`src/rtl/irqc_pkg.sv`:
```
package irqc_pkg;
  localparam int unsigned WORD_W = 32;
  localparam int unsigned ADDR_W = 8;
  localparam int unsigned PRI_W  = 4;
  localparam int unsigned VEC_W  = 8;

  // source word field positions
  localparam int unsigned F_VEC_LSB = 0;
  localparam int unsigned F_PRI_LSB = 16;
  localparam int unsigned F_SENSE   = 22;
  localparam int unsigned F_POL     = 23;
  localparam int unsigned F_ACT     = 30;
  localparam int unsigned F_MASK    = 31;

  localparam logic [ADDR_W-1:0] A_FEATURE  = 8'h00;
  localparam logic [ADDR_W-1:0] A_CONFIG   = 8'h01;
  localparam logic [ADDR_W-1:0] A_SPUR     = 8'h02;
  localparam logic [ADDR_W-1:0] A_TASKPRI  = 8'h03;
  localparam logic [ADDR_W-1:0] A_ACK      = 8'h04;
  localparam logic [ADDR_W-1:0] A_EOI      = 8'h05;
  localparam logic [ADDR_W-1:0] A_SRC_BASE = 8'h40;

  localparam logic [PRI_W-1:0] PRI_BLOCK_ALL = 4'hf;
  localparam logic [VEC_W-1:0] SPUR_RST      = 8'hff;
endpackage

```
`src/rtl/irqc_src.sv`:
```
module irqc_src
  import irqc_pkg::*;
#(
  parameter int unsigned DEST_W = 2
) (
  input  logic              clk_i,
  input  logic              rst_ni,
  input  logic              clr_i,
  input  logic              irq_i,
  input  logic              vp_we_i,
  input  logic              dest_we_i,
  input  logic [WORD_W-1:0] wdata_i,
  input  logic              ack_i,
  input  logic              eoi_i,
  output logic [WORD_W-1:0] vp_o,
  output logic [WORD_W-1:0] dest_o,
  output logic [PRI_W-1:0]  pri_o,
  output logic [VEC_W-1:0]  vec_o,
  output logic              req_o,
  output logic              in_svc_o,
  output logic              mask_o
);
  logic [VEC_W-1:0]  vec_q;
  logic [PRI_W-1:0]  pri_q;
  logic              sense_q, pol_q, mask_q, edge_q, svc_q, prev_q;
  logic [DEST_W-1:0] dest_q;
  logic              active, act_prev, edge_evt, pend;

  assign active   = pol_q ? irq_i  : ~irq_i;
  assign act_prev = pol_q ? prev_q : ~prev_q;
  assign edge_evt = active & ~act_prev;
  assign pend     = sense_q ? active : edge_q;

  always_ff @(posedge clk_i or negedge rst_ni) begin
    if (!rst_ni) begin
      vec_q <= '0; pri_q <= '0; sense_q <= 1'b0; pol_q <= 1'b0;
      mask_q <= 1'b1; dest_q <= '0; edge_q <= 1'b0; svc_q <= 1'b0;
      prev_q <= 1'b0;
    end else begin
      prev_q <= irq_i;
      if (clr_i) begin
        vec_q <= '0; pri_q <= '0; sense_q <= 1'b0; pol_q <= 1'b0;
        mask_q <= 1'b1; dest_q <= '0; edge_q <= 1'b0; svc_q <= 1'b0;
      end else begin
        if (vp_we_i) begin
          vec_q   <= wdata_i[F_VEC_LSB +: VEC_W];
          pri_q   <= wdata_i[F_PRI_LSB +: PRI_W];
          sense_q <= wdata_i[F_SENSE];
          pol_q   <= wdata_i[F_POL];
          mask_q  <= wdata_i[F_MASK];
        end
        if (dest_we_i) dest_q <= wdata_i[DEST_W-1:0];
        // a new edge in the ack cycle stays latched
        edge_q <= ~sense_q & (edge_evt | (edge_q & ~ack_i));
        if (ack_i)      svc_q <= 1'b1;
        else if (eoi_i) svc_q <= 1'b0;
      end
    end
  end

  always_comb begin
    vp_o                       = '0;
    vp_o[F_VEC_LSB +: VEC_W]   = vec_q;
    vp_o[F_PRI_LSB +: PRI_W]   = pri_q;
    vp_o[F_SENSE]              = sense_q;
    vp_o[F_POL]                = pol_q;
    vp_o[F_ACT]                = pend | svc_q;
    vp_o[F_MASK]               = mask_q;
    dest_o                     = '0;
    dest_o[DEST_W-1:0]         = dest_q;
  end

  assign pri_o    = pri_q;
  assign vec_o    = vec_q;
  assign req_o    = pend & ~mask_q & dest_q[0] & ~svc_q;
  assign in_svc_o = svc_q;
  assign mask_o   = mask_q;

  // acknowledge only ever lands on a requesting source
  assert_ack_on_request_R7: assert property (@(posedge clk_i) disable iff (!rst_ni)
    ack_i |-> req_o);
  // in-service state survives until retired or cleared
  assert_svc_held_R9: assert property (@(posedge clk_i) disable iff (!rst_ni)
    (svc_q && !eoi_i && !clr_i) |=> vp_o[F_ACT]);
endmodule

```
`src/rtl/irqc_arb.sv`:
```
module irqc_arb
  import irqc_pkg::*;
#(
  parameter int unsigned NUM_SRC = 8,
  localparam int unsigned IDX_W  = (NUM_SRC > 1) ? $clog2(NUM_SRC) : 1
) (
  input  logic                     clk_i,
  input  logic                     rst_ni,
  input  logic [NUM_SRC-1:0]       req_i,
  input  logic [NUM_SRC*PRI_W-1:0] pri_i,
  input  logic [PRI_W-1:0]         thr_i,
  output logic                     valid_o,
  output logic [IDX_W-1:0]         idx_o
);
  logic [PRI_W-1:0] best;

  // seeding with the threshold folds the strict compare into the search;
  // strict '>' keeps the lowest index on ties
  always_comb begin
    best    = thr_i;
    valid_o = 1'b0;
    idx_o   = '0;
    for (int i = 0; i < NUM_SRC; i++) begin
      if (req_i[i] && (pri_i[i*PRI_W +: PRI_W] > best)) begin
        best    = pri_i[i*PRI_W +: PRI_W];
        valid_o = 1'b1;
        idx_o   = IDX_W'(i);
      end
    end
  end

  assert_win_above_thr_R6: assert property (@(posedge clk_i) disable iff (!rst_ni)
    valid_o |-> (req_i[idx_o] && (pri_i[idx_o*PRI_W +: PRI_W] > thr_i)));
endmodule

```
`src/rtl/irqc_stack.sv`:
```
module irqc_stack #(
  parameter int unsigned DEPTH = 8,
  parameter int unsigned W     = 7,
  localparam int unsigned PTR_W = (DEPTH > 1) ? $clog2(DEPTH) : 1,
  localparam int unsigned CNT_W = $clog2(DEPTH + 1)
) (
  input  logic         clk_i,
  input  logic         rst_ni,
  input  logic         clr_i,
  input  logic         push_i,
  input  logic         pop_i,
  input  logic [W-1:0] data_i,
  output logic [W-1:0] top_o,
  output logic         empty_o,
  output logic         full_o
);
  logic [W-1:0]     mem_q [DEPTH];
  logic [CNT_W-1:0] cnt_q;
  logic [PTR_W-1:0] top_ptr, wr_ptr;

  assign top_ptr = PTR_W'(cnt_q - 1'b1);
  assign wr_ptr  = pop_i ? top_ptr : PTR_W'(cnt_q);
  assign empty_o = (cnt_q == '0);
  assign full_o  = (cnt_q == CNT_W'(DEPTH));
  assign top_o   = empty_o ? '0 : mem_q[top_ptr];

  always_ff @(posedge clk_i or negedge rst_ni) begin
    if (!rst_ni) begin
      cnt_q <= '0;
      for (int i = 0; i < DEPTH; i++) mem_q[i] <= '0;
    end else if (clr_i) begin
      cnt_q <= '0;
    end else begin
      if (push_i) mem_q[wr_ptr] <= data_i;
      if (push_i && !pop_i)      cnt_q <= cnt_q + 1'b1;
      else if (pop_i && !push_i) cnt_q <= cnt_q - 1'b1;
    end
  end

  assert_no_overflow_R10: assert property (@(posedge clk_i) disable iff (!rst_ni)
    (push_i && !pop_i) |-> !full_o);
  assert_no_underflow_R11: assert property (@(posedge clk_i) disable iff (!rst_ni)
    pop_i |-> !empty_o);
endmodule

```
`src/rtl/irqc_top.sv`:
```
module irqc_top
  import irqc_pkg::*;
#(
  parameter int unsigned NUM_SRC = 8,
  parameter int unsigned NUM_CPU = 2,
  parameter int unsigned RST_CYC = 4
) (
  input  logic               clk_i,
  input  logic               rst_ni,
  input  logic [7:0]         addr_i,
  input  logic               wr_en_i,
  input  logic [31:0]        wr_data_i,
  input  logic               rd_en_i,
  output logic [31:0]        rd_data_o,
  input  logic [NUM_SRC-1:0] irq_src_i,
  output logic               irq_o
);
  localparam int unsigned IDX_W  = (NUM_SRC > 1) ? $clog2(NUM_SRC) : 1;
  localparam int unsigned ENT_W  = PRI_W + IDX_W;
  localparam int unsigned RCNT_W = $clog2(RST_CYC + 1);

  logic [PRI_W-1:0]  task_pri_q;
  logic [VEC_W-1:0]  spur_q;
  logic [RCNT_W-1:0] rst_cnt_q;
  logic [WORD_W-1:0] rd_q, rd_next;
  logic              busy;

  logic [WORD_W-1:0]        vp_w   [NUM_SRC];
  logic [WORD_W-1:0]        dest_w [NUM_SRC];
  logic [VEC_W-1:0]         vec_w  [NUM_SRC];
  logic [NUM_SRC*PRI_W-1:0] pri_flat;
  logic [NUM_SRC-1:0]       req_vec, svc_vec, mask_vec;

  logic             win_valid;
  logic [IDX_W-1:0] win_idx;
  logic [PRI_W-1:0] win_pri, top_pri, thr;
  logic [IDX_W-1:0] top_idx;
  logic [ENT_W-1:0] stk_top;
  logic             stk_empty, stk_full;
  logic             ack_fire, eoi_fire;

  assign busy     = (rst_cnt_q != '0);
  assign ack_fire = rd_en_i && (addr_i == A_ACK) && win_valid && !busy;
  assign eoi_fire = wr_en_i && (addr_i == A_EOI) && !stk_empty && !busy;

  assign top_pri = stk_top[ENT_W-1 -: PRI_W];
  assign top_idx = stk_top[IDX_W-1:0];
  assign thr     = (!stk_empty && (top_pri > task_pri_q)) ? top_pri : task_pri_q;
  assign win_pri = pri_flat[win_idx*PRI_W +: PRI_W];

  for (genvar g = 0; g < NUM_SRC; g++) begin : g_src
    irqc_src #(.DEST_W(NUM_CPU)) i_src (
      .clk_i     (clk_i),
      .rst_ni    (rst_ni),
      .clr_i     (busy),
      .irq_i     (irq_src_i[g]),
      .vp_we_i   (wr_en_i && !busy && (addr_i == ADDR_W'(A_SRC_BASE + 2*g))),
      .dest_we_i (wr_en_i && !busy && (addr_i == ADDR_W'(A_SRC_BASE + 2*g + 1))),
      .wdata_i   (wr_data_i),
      .ack_i     (ack_fire && (win_idx == IDX_W'(g))),
      .eoi_i     (eoi_fire && (top_idx == IDX_W'(g))),
      .vp_o      (vp_w[g]),
      .dest_o    (dest_w[g]),
      .pri_o     (pri_flat[g*PRI_W +: PRI_W]),
      .vec_o     (vec_w[g]),
      .req_o     (req_vec[g]),
      .in_svc_o  (svc_vec[g]),
      .mask_o    (mask_vec[g])
    );
  end

  irqc_arb #(.NUM_SRC(NUM_SRC)) i_arb (
    .clk_i   (clk_i),
    .rst_ni  (rst_ni),
    .req_i   (req_vec),
    .pri_i   (pri_flat),
    .thr_i   (thr),
    .valid_o (win_valid),
    .idx_o   (win_idx)
  );

  irqc_stack #(.DEPTH(NUM_SRC), .W(ENT_W)) i_stack (
    .clk_i   (clk_i),
    .rst_ni  (rst_ni),
    .clr_i   (busy),
    .push_i  (ack_fire),
    .pop_i   (eoi_fire),
    .data_i  ({win_pri, win_idx}),
    .top_o   (stk_top),
    .empty_o (stk_empty),
    .full_o  (stk_full)
  );

  always_comb begin
    rd_next = '0;
    case (addr_i)
      A_FEATURE: begin
        rd_next[15:8] = 8'(NUM_SRC - 1);
        rd_next[7:0]  = 8'(NUM_CPU - 1);
      end
      A_CONFIG:  rd_next[0] = busy;
      A_SPUR:    rd_next[VEC_W-1:0] = spur_q;
      A_TASKPRI: rd_next[PRI_W-1:0] = task_pri_q;
      A_ACK:     rd_next[VEC_W-1:0] = ack_fire ? vec_w[win_idx] : spur_q;
      default: begin
        for (int i = 0; i < NUM_SRC; i++) begin
          if (addr_i == ADDR_W'(A_SRC_BASE + 2*i))     rd_next = vp_w[i];
          if (addr_i == ADDR_W'(A_SRC_BASE + 2*i + 1)) rd_next = dest_w[i];
        end
      end
    endcase
  end

  always_ff @(posedge clk_i or negedge rst_ni) begin
    if (!rst_ni) begin
      task_pri_q <= PRI_BLOCK_ALL;
      spur_q     <= SPUR_RST;
      rst_cnt_q  <= '0;
      rd_q       <= '0;
    end else begin
      if (rd_en_i) rd_q <= rd_next;
      if (wr_en_i && (addr_i == A_TASKPRI)) task_pri_q <= wr_data_i[PRI_W-1:0];
      if (wr_en_i && (addr_i == A_SPUR))    spur_q     <= wr_data_i[VEC_W-1:0];
      if (busy) rst_cnt_q <= rst_cnt_q - 1'b1;
      else if (wr_en_i && (addr_i == A_CONFIG) && wr_data_i[0])
        rst_cnt_q <= RCNT_W'(RST_CYC);
    end
  end

  assign rd_data_o = rd_q;
  assign irq_o     = win_valid && !busy;

  assert_ack_above_task_R6: assert property (@(posedge clk_i) disable iff (!rst_ni)
    ack_fire |-> (win_pri > task_pri_q));
  assert_eoi_retires_R10: assert property (@(posedge clk_i) disable iff (!rst_ni)
    eoi_fire |=> !svc_vec[$past(top_idx)]);
  assert_reset_masks_R12: assert property (@(posedge clk_i) disable iff (!rst_ni)
    $fell(busy) |-> ((&mask_vec) && (svc_vec == '0)));
  assert_stack_tracks_svc_R10: assert property (@(posedge clk_i) disable iff (!rst_ni)
    stk_empty |-> (svc_vec == '0));
endmodule

```
`config.mk`:
```
export PLATFORM = sky130hd
export DESIGN_NAME = irqc_top
export DESIGN_NICKNAME = d
export VERILOG_FILES = /design/src/rtl/irqc_pkg.sv /design/src/rtl/irqc_src.sv /design/src/rtl/irqc_arb.sv /design/src/rtl/irqc_stack.sv /design/src/rtl/irqc_top.sv
export SDC_FILE = /design/constraint.sdc
export NUM_CORES = 1
export LEC_CHECK = 0
export ABC_AREA = 0
export BUFFER_PORTS_ARGS = -buffer_cell sky130_fd_sc_hd__clkbuf_2
export CORE_MARGIN = 10
export CORE_UTILIZATION = 39
export DETAILED_ROUTE_END_ITERATION = 8
export GPL_TIMING_DRIVEN = 0
export PLACE_DENSITY_LB_ADDON = 0.12
export SLEW_MARGIN = 20
export SYNTH_ARGS = -nofsm -noshare
export SYNTH_HDL_FRONTEND = slang
export SYNTH_SLANG_ARGS = --single-unit
```
`constraint.sdc`:
```
create_clock -name clk_i -period 27.4 [get_ports clk_i]
set_input_delay 5.48 -clock clk_i [delete_from_list [all_inputs] [get_ports clk_i]]
set_output_delay 5.48 -clock clk_i [all_outputs]
set_load 0.05 [all_outputs]
```
==> results_dict.tcl <==
set metrics [dict create \
    rsz0062_at_grt "false" \
    end_kind "primary output" \
    yosysSeqAreaShare_pct 42.14 \
    fin_nets 1917 \
    path_clk_slew_ps 60 \
    r2r_start "i_stack.cnt_q[0]" \
    die_h_um 216.3 \
    cp_common_cell "o21ai_0" \
    critical-path-max-stage-delay_ps 740 \
    port_buffers 37 \
    synth_edf_count 0 \
    overflow 0 \
    netlist_instances 1749 \
    tns_ps 0 \
    wire_per_inst_um 25.45 \
    async_flop_share_pct 100.0 \
    grtUsageTotal_pct 25.12 \
    num_vias 14070 \
    ys_ff_latch 252 \
    hpwl_um 45610 \
    regArea_um2 6331 \
    ant_nets 0 \
    crit_fanout 11 \
    post-route-min-period_ps 26120 \
    avgSynthCellArea_um2 8.590 \
    cp.required_ps 21920 \
    place_ws_ps 302.2 \
    layout-drive-gt1-share_pct 12.87 \
    detail_route.vias_per_cell 5.942 \
    cellLeakagePower_nw 6.966 \
    slew_viol_final 0 \
    grt_pass1_wl_um 89310 \
    start_kind "input port" \
    syn_area_um2 15020 \
    synth_top_area_share_pct 38.64 \
    cp.arrival_ps 20640 \
    cts_tree "built" \
    path_buf_inv 13 \
    fp.coreArea_um2 37840 \
    diodes 0 \
    grt_max_degree 82 \
    row_count 71 \
    synth_ff_type "dfrtp_1" \
    drc 0 \
    area_growth_pct 13.33 \
    multiInputGateArea_um2 7986 \
    antenna_found_initial 2 \
    synth_area_leaders "dfrtp_1 (39%), nand2_1 (11%), a21oi_1 (5.6%), dfstp_2 (3.5%), mux2i_1 (3.3%)" \
    ys_types 91 \
    min-delay-start "i_stack.mem_q[16]" \
    root_buffer "clkbuf_16" \
    die_area_um2 46770 \
    hold_viol 0 \
    first_pass_iters 6 \
    hold_buffers 0 \
    ios 85 \
    finClkSkew_ps 13.67 \
    cts_made_buffers 30 \
    max-vdd-ir-drop_mv 0.04385 \
    setup_viol 0 \
    period_share_pct 95.31 \
    yosysTopAreaCell "dfrtp_1" \
    first_iter_violations 1520 \
    cts_buffer_depth 3 \
    cts.sinks 252 \
    slew_headroom_pct 25.03 \
    worstHoldPathType "register to register" \
    crit_start "irq_src_i[0]" \
    maxCapViolCount 0 \
    die_x_um 216.3 \
    routabilityCongestion 0.9522 \
    ys_warn_count 0 \
    path_class "input port to primary output" \
    fin_ws_ps 1285 \
    clkLatencyLatePin_ps 580 \
    crit_path_top_delay_cell "or4b_2" \
    status "finished clean" \
    grt_pass1_vias 13730 \
    tightestPinTransition_ps 1125 \
    nFillCells 3789 \
    fmax_mhz 38.29 \
    initial_core_util_pct 39.70 \
    cp_top_family "simple AND/OR/NAND/NOR gates" \
    drt-total-wl_um 60270 \
    cts_max_level 1 \
    power_density_nw_per_um2 55.29 \
]
[kinds of logic after synthesis]
group,Yosys count,synth area share (%)
AO/OA/AOI/OAI,453,19.51
XOR/XNOR,20,1.216
adder cells (fa/ha/maj),30,2.499
buffers and inverters,180,5.155
flip-flops,252,42.14
multiplexers,112,9.278
other,1,0.02496
AND/OR/NAND/NOR,701,20.17
[through the flow]
step / total power [mW] / utilization, % / cells / hold WS, ps / cell area [um^2]
after floorplan: 0.4672 / - / 1761 / 443.2 / 15070
after global placement: 0.5327 / 42.00 / 2309 / 456.2 / 15890
after detailed placement: 0.5352 / 42.24 / 2312 / 462.3 / 15980
after CTS: 0.9431 / 44.87 / 2366 / 475.6 / 16980
after global routing: 0.9685 / 44.99 / 2368 / 508.1 / 17030
final: 0.9412 / 44.99 / 2368 / 473.6 / 17030
[repair_timing]
item                       CTS  global route
setup buffers                0             3
setup endpoints to repair    0             1
gates resized for setup      0             7
[power by group]
group | internal (mW) | switching, mW | leakage [nW]
Combinational | 0.0284 | 0.117 | 3.08
Clock | 0.242 | 0.167 | 0.487
Sequential | 0.381 | 0.00624 | 3.40
Total | 0.652 | 0.290 | 6.97
[Yosys cell counts, types with 7 or more instances]
cell type and instances:
and2_1 8, buf_4 17, mux2_2 43, dfrtp_1 232
nor2_1 97, buf_2 9, nand2_1 422, o21ai_1 17
nand4_1 16, clkbuf_2 7, dfstp_2 20, and3_1 11
ha_1 30, nor2b_1 9, a31oi_1 16, o31ai_1 13
o211ai_1 13, nand2b_1 12, clkbuf_1 91, inv_1 48
nor3_1 39, o21ai_0 72, mux4_2 17, a21o_1 10
nand3_1 54, o22ai_1 10, a221oi_1 20, xnor2_1 16
mux2i_1 50, a22oi_1 20, a21oi_1 168
[cells in the final DEF (no fill, tap or decap), types with 30 or more instances in the layout]
| cell type | instances |
|---|---|
| a21oi_1 | 168 |
| clkbuf_1 | 96 |
| clkbuf_16 | 30 |
| clkbuf_2 | 44 |
| dfrtp_1 | 232 |
| ha_1 | 30 |
| inv_1 | 48 |
| mux2_2 | 43 |
| mux2i_1 | 50 |
| nand2_1 | 421 |
| nand3_1 | 54 |
| nor2_1 | 95 |
| nor3_1 | 37 |
| o21ai_0 | 72 |
[layer usage]
layer | share of wire, % | GRT usage (%) | vias up | routed length [um]
met3 | 7.2 | 3.593 | 160 | 4342
met4 | 4.7 | 10.95 | 2 | 2850
met2 | 47 | 41.49 | 623 | 28420
met5 | 0.015 | 0 | - | 9
li1 | - | - | 6366 | -
met1 | 41 | 32.20 | 6920 | 24650
[path summary, 6_finish.rpt]
check,endpoint,slack [ps],depth (start not counted)
max,irq_o,1280,72
max in group asynchronous,spur_q[5],21480,3
min,i_stack.mem_q[16],470,2
max reg2reg,i_stack.cnt_q[3],7630,89
min in group asynchronous,i_stack.mem_q[36],4750,1
min reg2reg,i_stack.mem_q[16],470,2
[area by class of cell]
class	instances	share of cell area, %
multi-input combinational	1329	46.91
sequential	252	37.19
tap	511	3.755
timing repair buffer	43	1.756
buffer	129	3.432
inverter	50	1.102
clock inverter	12	0.8892
clock buffer	42	4.968
[state kept, by name, summed over array words and instances (netlist names), 16 cells and up]
signal	cells
g_src.i_src.pri_o	32
rd_data_o	17
g_src.i_src.vec_o	64
i_stack.mem_q	56
g_src.i_src.dest_q	16
[worst reg2reg max path, delay by kind of cell, from the launching register on]
kind | cells | cell delay, ps
AOI/OAI and AO/OA | 28 | 6170
adders and majority gates | 10 | 2900
buffers and inverters | 16 | 3000
DFF | 1 | 370
and+or+nand+nor | 27 | 4780
xor gates and xnor gates | 1 | 190
muxes | 7 | 2180
Power figures use the tool's default switching activity.
